===== config.mk =====
export PLATFORM = sky130hd
export DESIGN_NAME = addr_window_decoder
export DESIGN_NICKNAME = d
export VERILOG_FILES = /design/src/rtl/addr_window_pkg.sv /design/src/rtl/window_regs.sv /design/src/rtl/window_match.sv /design/src/rtl/window_prio.sv /design/src/rtl/addr_window_decoder.sv
export SDC_FILE = /design/constraint.sdc
export NUM_CORES = 1
export LEC_CHECK = 0
export ABC_CLOCK_PERIOD_IN_PS = 7700
export BUFFER_PORTS_ARGS = -buffer_cell sky130_fd_sc_hd__clkbuf_2
export CORE_MARGIN = 4
export CORE_UTILIZATION = 63
export CTS_CLUSTER_DIAMETER = 200
export DETAILED_ROUTE_END_ITERATION = 6
export HOLD_SLACK_MARGIN = 0.15
export PLACE_DENSITY_LB_ADDON = 0.12
export SLEW_MARGIN = 30
export SYNTH_ARGS = -nofsm -noshare
export SYNTH_HDL_FRONTEND = slang
export SYNTH_SLANG_ARGS = --single-unit

===== constraint.sdc =====
create_clock -name clk -period 7.7 [get_ports clk]
set_clock_uncertainty 0.2 [all_clocks]
set_input_delay 1.54 -clock clk [delete_from_list [all_inputs] [get_ports clk]]
set_output_delay 1.54 -clock clk [all_outputs]
set_load 0.005 [all_outputs]

===== src/rtl/addr_window_pkg.sv =====
package addr_window_pkg;
    localparam int MAX_WIN = 6;
    localparam int ADDR_W  = 32;
    localparam int LOW_W   = 8;
    localparam int UP_W    = ADDR_W - LOW_W;
    localparam int IDX_W   = 3;
    localparam logic [UP_W-1:0] CFG_MASK = 24'hFFFFF0;

    typedef enum logic [1:0] {
        SEL_BASE = 2'd0,
        SEL_MASK = 2'd1,
        SEL_XLAT = 2'd2,
        SEL_CTRL = 2'd3
    } field_sel_e;

    typedef struct packed {
        logic [UP_W-1:0] base;
        logic            io;
        logic [UP_W-1:0] mask;
        logic [UP_W-1:0] xlat;
        logic            xl_en;
        logic            pf_en;
    } win_cfg_t;
endpackage


===== src/rtl/window_regs.sv =====
module window_regs
    import addr_window_pkg::*;
#(
    parameter bit PRESENT   = 1'b1,
    parameter bit FIXED_CFG = 1'b0
) (
    input  logic              clk,
    input  logic              rst_n,
    input  logic              we,
    input  field_sel_e        sel,
    input  logic [ADDR_W-1:0] wdata,
    output win_cfg_t          cfg
);
    generate
        if (!PRESENT) begin : g_absent
            assign cfg = '0;
        end else if (FIXED_CFG) begin : g_cfg
            logic [UP_W-1:0] base_q;
            always_ff @(posedge clk or negedge rst_n) begin
                if (!rst_n)
                    base_q <= '0;
                else if (we && sel == SEL_BASE)
                    base_q <= wdata[ADDR_W-1:LOW_W];
            end
            assign cfg = '{base: base_q, io: 1'b0, mask: CFG_MASK,
                           xlat: '0, xl_en: 1'b0, pf_en: 1'b0};
        end else begin : g_full
            win_cfg_t cfg_q;
            always_ff @(posedge clk or negedge rst_n) begin
                if (!rst_n) begin
                    cfg_q <= '0;
                end else if (we) begin
                    unique case (sel)
                        SEL_BASE: begin
                            cfg_q.base <= wdata[ADDR_W-1:LOW_W];
                            cfg_q.io   <= wdata[0];
                        end
                        SEL_MASK: cfg_q.mask <= wdata[ADDR_W-1:LOW_W];
                        SEL_XLAT: cfg_q.xlat <= wdata[ADDR_W-1:LOW_W];
                        SEL_CTRL: begin
                            cfg_q.xl_en <= wdata[1];
                            cfg_q.pf_en <= wdata[2];
                        end
                    endcase
                end
            end
            assign cfg = cfg_q;
        end
    endgenerate
endmodule


===== src/rtl/window_match.sv =====
module window_match
    import addr_window_pkg::*;
(
    input  win_cfg_t        cfg,
    input  logic [UP_W-1:0] addr_up,
    input  logic            req_io,
    output logic            hit,
    output logic [UP_W-1:0] xl_up
);
    logic same_space;
    logic base_eq;

    assign same_space = (cfg.io == req_io);
    assign base_eq    = ((addr_up & cfg.mask) == (cfg.base & cfg.mask));
    assign hit        = (|cfg.mask) && same_space && base_eq;
    assign xl_up      = cfg.xl_en ? ((cfg.xlat & cfg.mask) | (addr_up & ~cfg.mask))
                                  : addr_up;
endmodule


===== src/rtl/window_prio.sv =====
module window_prio
    import addr_window_pkg::*;
#(
    parameter int N = MAX_WIN
) (
    input  logic [N-1:0]     hit_vec,
    input  logic [UP_W-1:0]  xl_up [N],
    input  logic [UP_W-1:0]  dflt_up,
    output logic             any_hit,
    output logic [IDX_W-1:0] win_idx,
    output logic [UP_W-1:0]  sel_up
);
    always_comb begin
        any_hit = 1'b0;
        win_idx = '0;
        sel_up  = dflt_up;
        for (int i = N - 1; i >= 0; i--) begin
            if (hit_vec[i]) begin
                any_hit = 1'b1;
                win_idx = IDX_W'(i);
                sel_up  = xl_up[i];
            end
        end
    end
endmodule


===== src/rtl/addr_window_decoder.sv =====
module addr_window_decoder
    import addr_window_pkg::*;
#(
    parameter int               NUM_WIN     = MAX_WIN,
    parameter logic [MAX_WIN-1:0] WIN_PRESENT = 6'b000111,
    parameter bit               CFG_WIN0    = 1'b1,
    parameter bit               OUT_REG     = 1'b1
) (
    input  logic              clk,
    input  logic              rst_n,
    input  logic              wr_en,
    input  logic [IDX_W-1:0]  wr_win,
    input  logic [1:0]        wr_sel,
    input  logic [ADDR_W-1:0] wr_data,
    input  logic [IDX_W-1:0]  rd_win,
    input  logic [1:0]        rd_sel,
    output logic [ADDR_W-1:0] rd_data,
    input  logic [ADDR_W-1:0] req_addr,
    input  logic              req_io,
    output logic              hit,
    output logic [IDX_W-1:0]  hit_idx,
    output logic [ADDR_W-1:0] xlat_addr
);
    localparam logic [MAX_WIN:0]   LIMIT7      = (7'd1 << NUM_WIN) - 7'd1;
    localparam logic [MAX_WIN-1:0] PRESENT_EFF = (WIN_PRESENT | 6'b000011) & LIMIT7[MAX_WIN-1:0];

    win_cfg_t            cfg   [MAX_WIN];
    logic [UP_W-1:0]     xl_up [MAX_WIN];
    logic [MAX_WIN-1:0]  hit_vec;
    logic                d_hit;
    logic [IDX_W-1:0]    d_idx;
    logic [UP_W-1:0]     d_up;

    generate
        for (genvar g = 0; g < MAX_WIN; g++) begin : g_win
            window_regs #(
                .PRESENT   (PRESENT_EFF[g]),
                .FIXED_CFG (g == 0 && CFG_WIN0)
            ) u_regs (
                .clk   (clk),
                .rst_n (rst_n),
                .we    (wr_en && wr_win == IDX_W'(g)),
                .sel   (field_sel_e'(wr_sel)),
                .wdata (wr_data),
                .cfg   (cfg[g])
            );
            window_match u_match (
                .cfg     (cfg[g]),
                .addr_up (req_addr[ADDR_W-1:LOW_W]),
                .req_io  (req_io),
                .hit     (hit_vec[g]),
                .xl_up   (xl_up[g])
            );
        end
    endgenerate

    window_prio #(.N(MAX_WIN)) u_prio (
        .hit_vec (hit_vec),
        .xl_up   (xl_up),
        .dflt_up (req_addr[ADDR_W-1:LOW_W]),
        .any_hit (d_hit),
        .win_idx (d_idx),
        .sel_up  (d_up)
    );

    generate
        if (OUT_REG) begin : g_oreg
            always_ff @(posedge clk or negedge rst_n) begin
                if (!rst_n) begin
                    hit       <= 1'b0;
                    hit_idx   <= '0;
                    xlat_addr <= '0;
                end else begin
                    hit       <= d_hit;
                    hit_idx   <= d_idx;
                    xlat_addr <= {d_up, req_addr[LOW_W-1:0]};
                end
            end
        end else begin : g_comb
            assign hit       = d_hit;
            assign hit_idx   = d_idx;
            assign xlat_addr = {d_up, req_addr[LOW_W-1:0]};
        end
    endgenerate

    always_comb begin
        rd_data = '0;
        for (int i = 0; i < MAX_WIN; i++) begin
            if (rd_win == IDX_W'(i)) begin
                unique case (field_sel_e'(rd_sel))
                    SEL_BASE: rd_data = {cfg[i].base, 7'b0, cfg[i].io};
                    SEL_MASK: rd_data = {cfg[i].mask, 8'b0};
                    SEL_XLAT: rd_data = {cfg[i].xlat, 8'b0};
                    SEL_CTRL: rd_data = {29'b0, cfg[i].pf_en, cfg[i].xl_en, 1'b0};
                endcase
            end
        end
    end
endmodule


==> flow_summary.toml <==
[global_routing]
grt_pass1_wl_um = 52600
overflow = 0
grt_pass1_vias = 9209
grt_start_max_net_pins = 87
antenna_found_initial = 1
grt_use_total_pct = 33.6

[worst_setup_path]
critical_path.cell_chain = "clkbuf_2, or2_2, nor2_1, a22oi_1, nor2b_1, clkbuf_2"
crit_start = "rd_win[1]"
endpoint = "rd_data[2]"
crit_cells = 6
worstRegToRegCells = 7
worst_setup_path_end_kind = "primary output"
crit_top_cell = "clkbuf_2"
slowest_stage = "nor2_1"
path_class = "in -> out"
max_stage_delay_ns = 0.84
crit_path_max_fanout = 17
crit_family = "simple AND/OR/NAND/NOR gates"
rr_endpoint = "xlat_addr[11]"
startpoint_type = "primary input"
crit_buf_inv = 2
critPathArrivalTime_ns = 3.78
required_ns = 5.96
r2r-start = "g_win[0].u_regs.g_cfg.base_q[22]"
ff2ff_setup_slack_ns = 4.25

[clocking]
ctsHoldBuffers = 0
cts_buffers = 23
cts_resized = 0
worstSkewPairLatency_ns = 0.52
clockBufferDepth = 3
cts_root_buf = "clkbuf_16"
cts_setup_buffers = 0
clkSinkCount = 209
htree_levels = 1
cts_tree = "built"
clkTransAtPathRegs_ns = 0.06

[route]
wire_per_inst_um = 24.6
num_vias = 9016
firstDrtPassIters = 6
drtIter0Drc = 779
drc_errors = 0
totalWireLength_um = 34000
via_per_inst = 6.53
ant_nets = 0

[yosys]
synth-simple-area-share_pct = 11.0
synth_xor_area_share_pct = 5.39
synth-edff-count = 0
avgSynthCellArea_um2 = 10.8
netlist_instances = 1051
yosysSeqAreaShare_pct = 46.0
synth_area_leaders = "dfrtp_1, mux2_2, mux2i_1"
synthMuxAreaShare_pct = 24.2
synthAdderAreaFrac_pct = 0
synth_top_family_by_area = "multiplexers"
synth.distinct_cells = 42
yosys_warnings = 0
synth_area_leader_cell = "dfrtp_1"
ys.flop_type = "dfrtp_1"
synth_area_mm2 = 0.0114
synth-compound-area-share_pct = 9.84
async_flop_share_pct = 100
ys_ff_latch = 209
synth_top_area_share_pct = 46.0

[cells_and_area]
syn_to_final_growth_pct = 13.6
drive_gt1_share_pct = 34.5
final_cell_mix = "dfrtp_1, mux2_2, clkbuf_2"
design_area_mm2 = 0.0129
layout_commonest_cell = "dfrtp_1"
nets = 1219
diodes = 0

[floorplanning]
die_area_mm2 = 0.0203
core_region_area_mm2 = 0.0175
io_pins = 146
start_util_pct = 65.0
num_rows = 48
die_w_um = 142
fp.dieH_um = 142

[power]
power.leakage_nw = 6.16
ir_drop_uv = 220
pwr_density_cell_mw_per_mm2 = 259

[run_status]
status = "finished clean"

[placement]
dpl-instance-area_mm2 = 0.0121
dp_hpwl_um = 21500
place_congestion = 0.904
port_buffers = 134

[job]
cap_violations = 0

[sta]
setup_viol = 0
fin_crit_sh_pct = 71.7
timing.final.hold_violations = 0
rsz0062_at_grt = "false"
final.setup.tns_ns = 0
tightestPinTransition_ns = 1.04
slew_headroom_pct = 30.1
slew_violations = 0
fmax_ghz = 0.181
finalCriticalPeriod_ns = 5.52

[min_path]
hold_path.class = "reg -> reg"
==> worst min-delay path by stage <==
stage	from	endpoint	depth (start not counted)
after floorplan	g_win[2].u_regs.cfg[0]	g_win[2].u_regs.cfg[0]	1
after global placement	g_win[0].u_regs.g_cfg.base_q[1]	g_win[0].u_regs.g_cfg.base_q[1]	1
after detailed placement	g_win[0].u_regs.g_cfg.base_q[3]	g_win[0].u_regs.g_cfg.base_q[3]	1
after CTS	g_win[0].u_regs.g_cfg.base_q[0]	g_win[0].u_regs.g_cfg.base_q[0]	1
after global routing	g_win[0].u_regs.g_cfg.base_q[0]	g_win[0].u_regs.g_cfg.base_q[0]	1
final	g_win[2].u_regs.cfg[0]	g_win[2].u_regs.cfg[0]	1
==> cells by family (layout without fill, tap and decap cells) <==
logic type,after synthesis,count (layout)
compound gates,169,169
xor+xnor,70,70
buf+inv,91,191
flops,209,209
mux,252,252
other cells,1,6
simple gates,259,259
==> sequential cells by signal (all words and copies together) (netlist names) <==
name / flops
hit_idx: 2
hit: 1
g_win.u_regs.cfg: 150
g_win.u_regs.g_cfg.base_q: 24
xlat_addr: 32
==> through the flow <==
step                      worst slack (ns)  total power, mW  utilization, %  std cells  hold WS (ns)
final                                 2.18             3.35            73.9       1381         0.317
after global placement                1.97             2.21            69.1       1339         0.291
after CTS                             1.99             3.34            73.5       1379         0.318
after detailed placement              2.00             2.23            69.2       1339         0.302
after floorplan                       2.73             1.94               -       1056         0.281
after global routing                  2.19             3.49            73.9       1381         0.340
==> layer usage <==
layer | track usage [%] | routed length, um | part of all wire (%) | up-vias
li1 | - | - | - | 3971
met1 | 45.0 | 13100 | 39 | 4449
met2 | 53.3 | 16000 | 47 | 477
met3 | 7.90 | 3500 | 10 | 119
met4 | 13.6 | 1380 | 4.0 | 0
met5 | 0 | 0 | 0 | -
==> final cells by class <==
class	instances	area, um2
clock buffer	34	707
multi-input combinational	756	5790
sequential	209	5230
timing repair buffer	149	836
tap	225	282
inverter	2	7.51
clock inverter	6	57.6
fill	1260	4560
==> synth_stat cells, drive strengths merged, types with 2 or more instances <==
library cell	n
dfrtp	209
nor3	3
mux2i	72
a21oi	41
nand4	8
nand2	99
and3	4
nor2b	5
o211a	6
or4	8
o221a	18
buf	22
o21ai	54
nor3b	2
nand3	64
o22ai	8
mux2	180
or2	2
and4	8
nand2b	2
a22oi	29
xnor2	4
a222oi	2
inv	2
nor4	18
o21a	8
nor2	34
clkbuf	67
xor2	66
==> worst register-to-register path: stages (launching register included) <==
cell and delay, ns:
dfrtp_1 0.40, xor2_1 0.21, nor4_1 0.65, nand4_1 0.27, nor2_1 0.79, a21oi_4 0.24, buf_16 0.25, o221a_2 0.31
==> power by group <==
part           internal (mW)  leakage (nW)  switching, mW  total (mW)
clock network          0.664         0.380          0.440        1.10
logic                  0.350          3.14          0.378       0.729
registers               1.31          2.64          0.211        1.52
total                   2.32          6.16           1.03        3.35
Note: power is estimated with default switching activity, not from simulation.
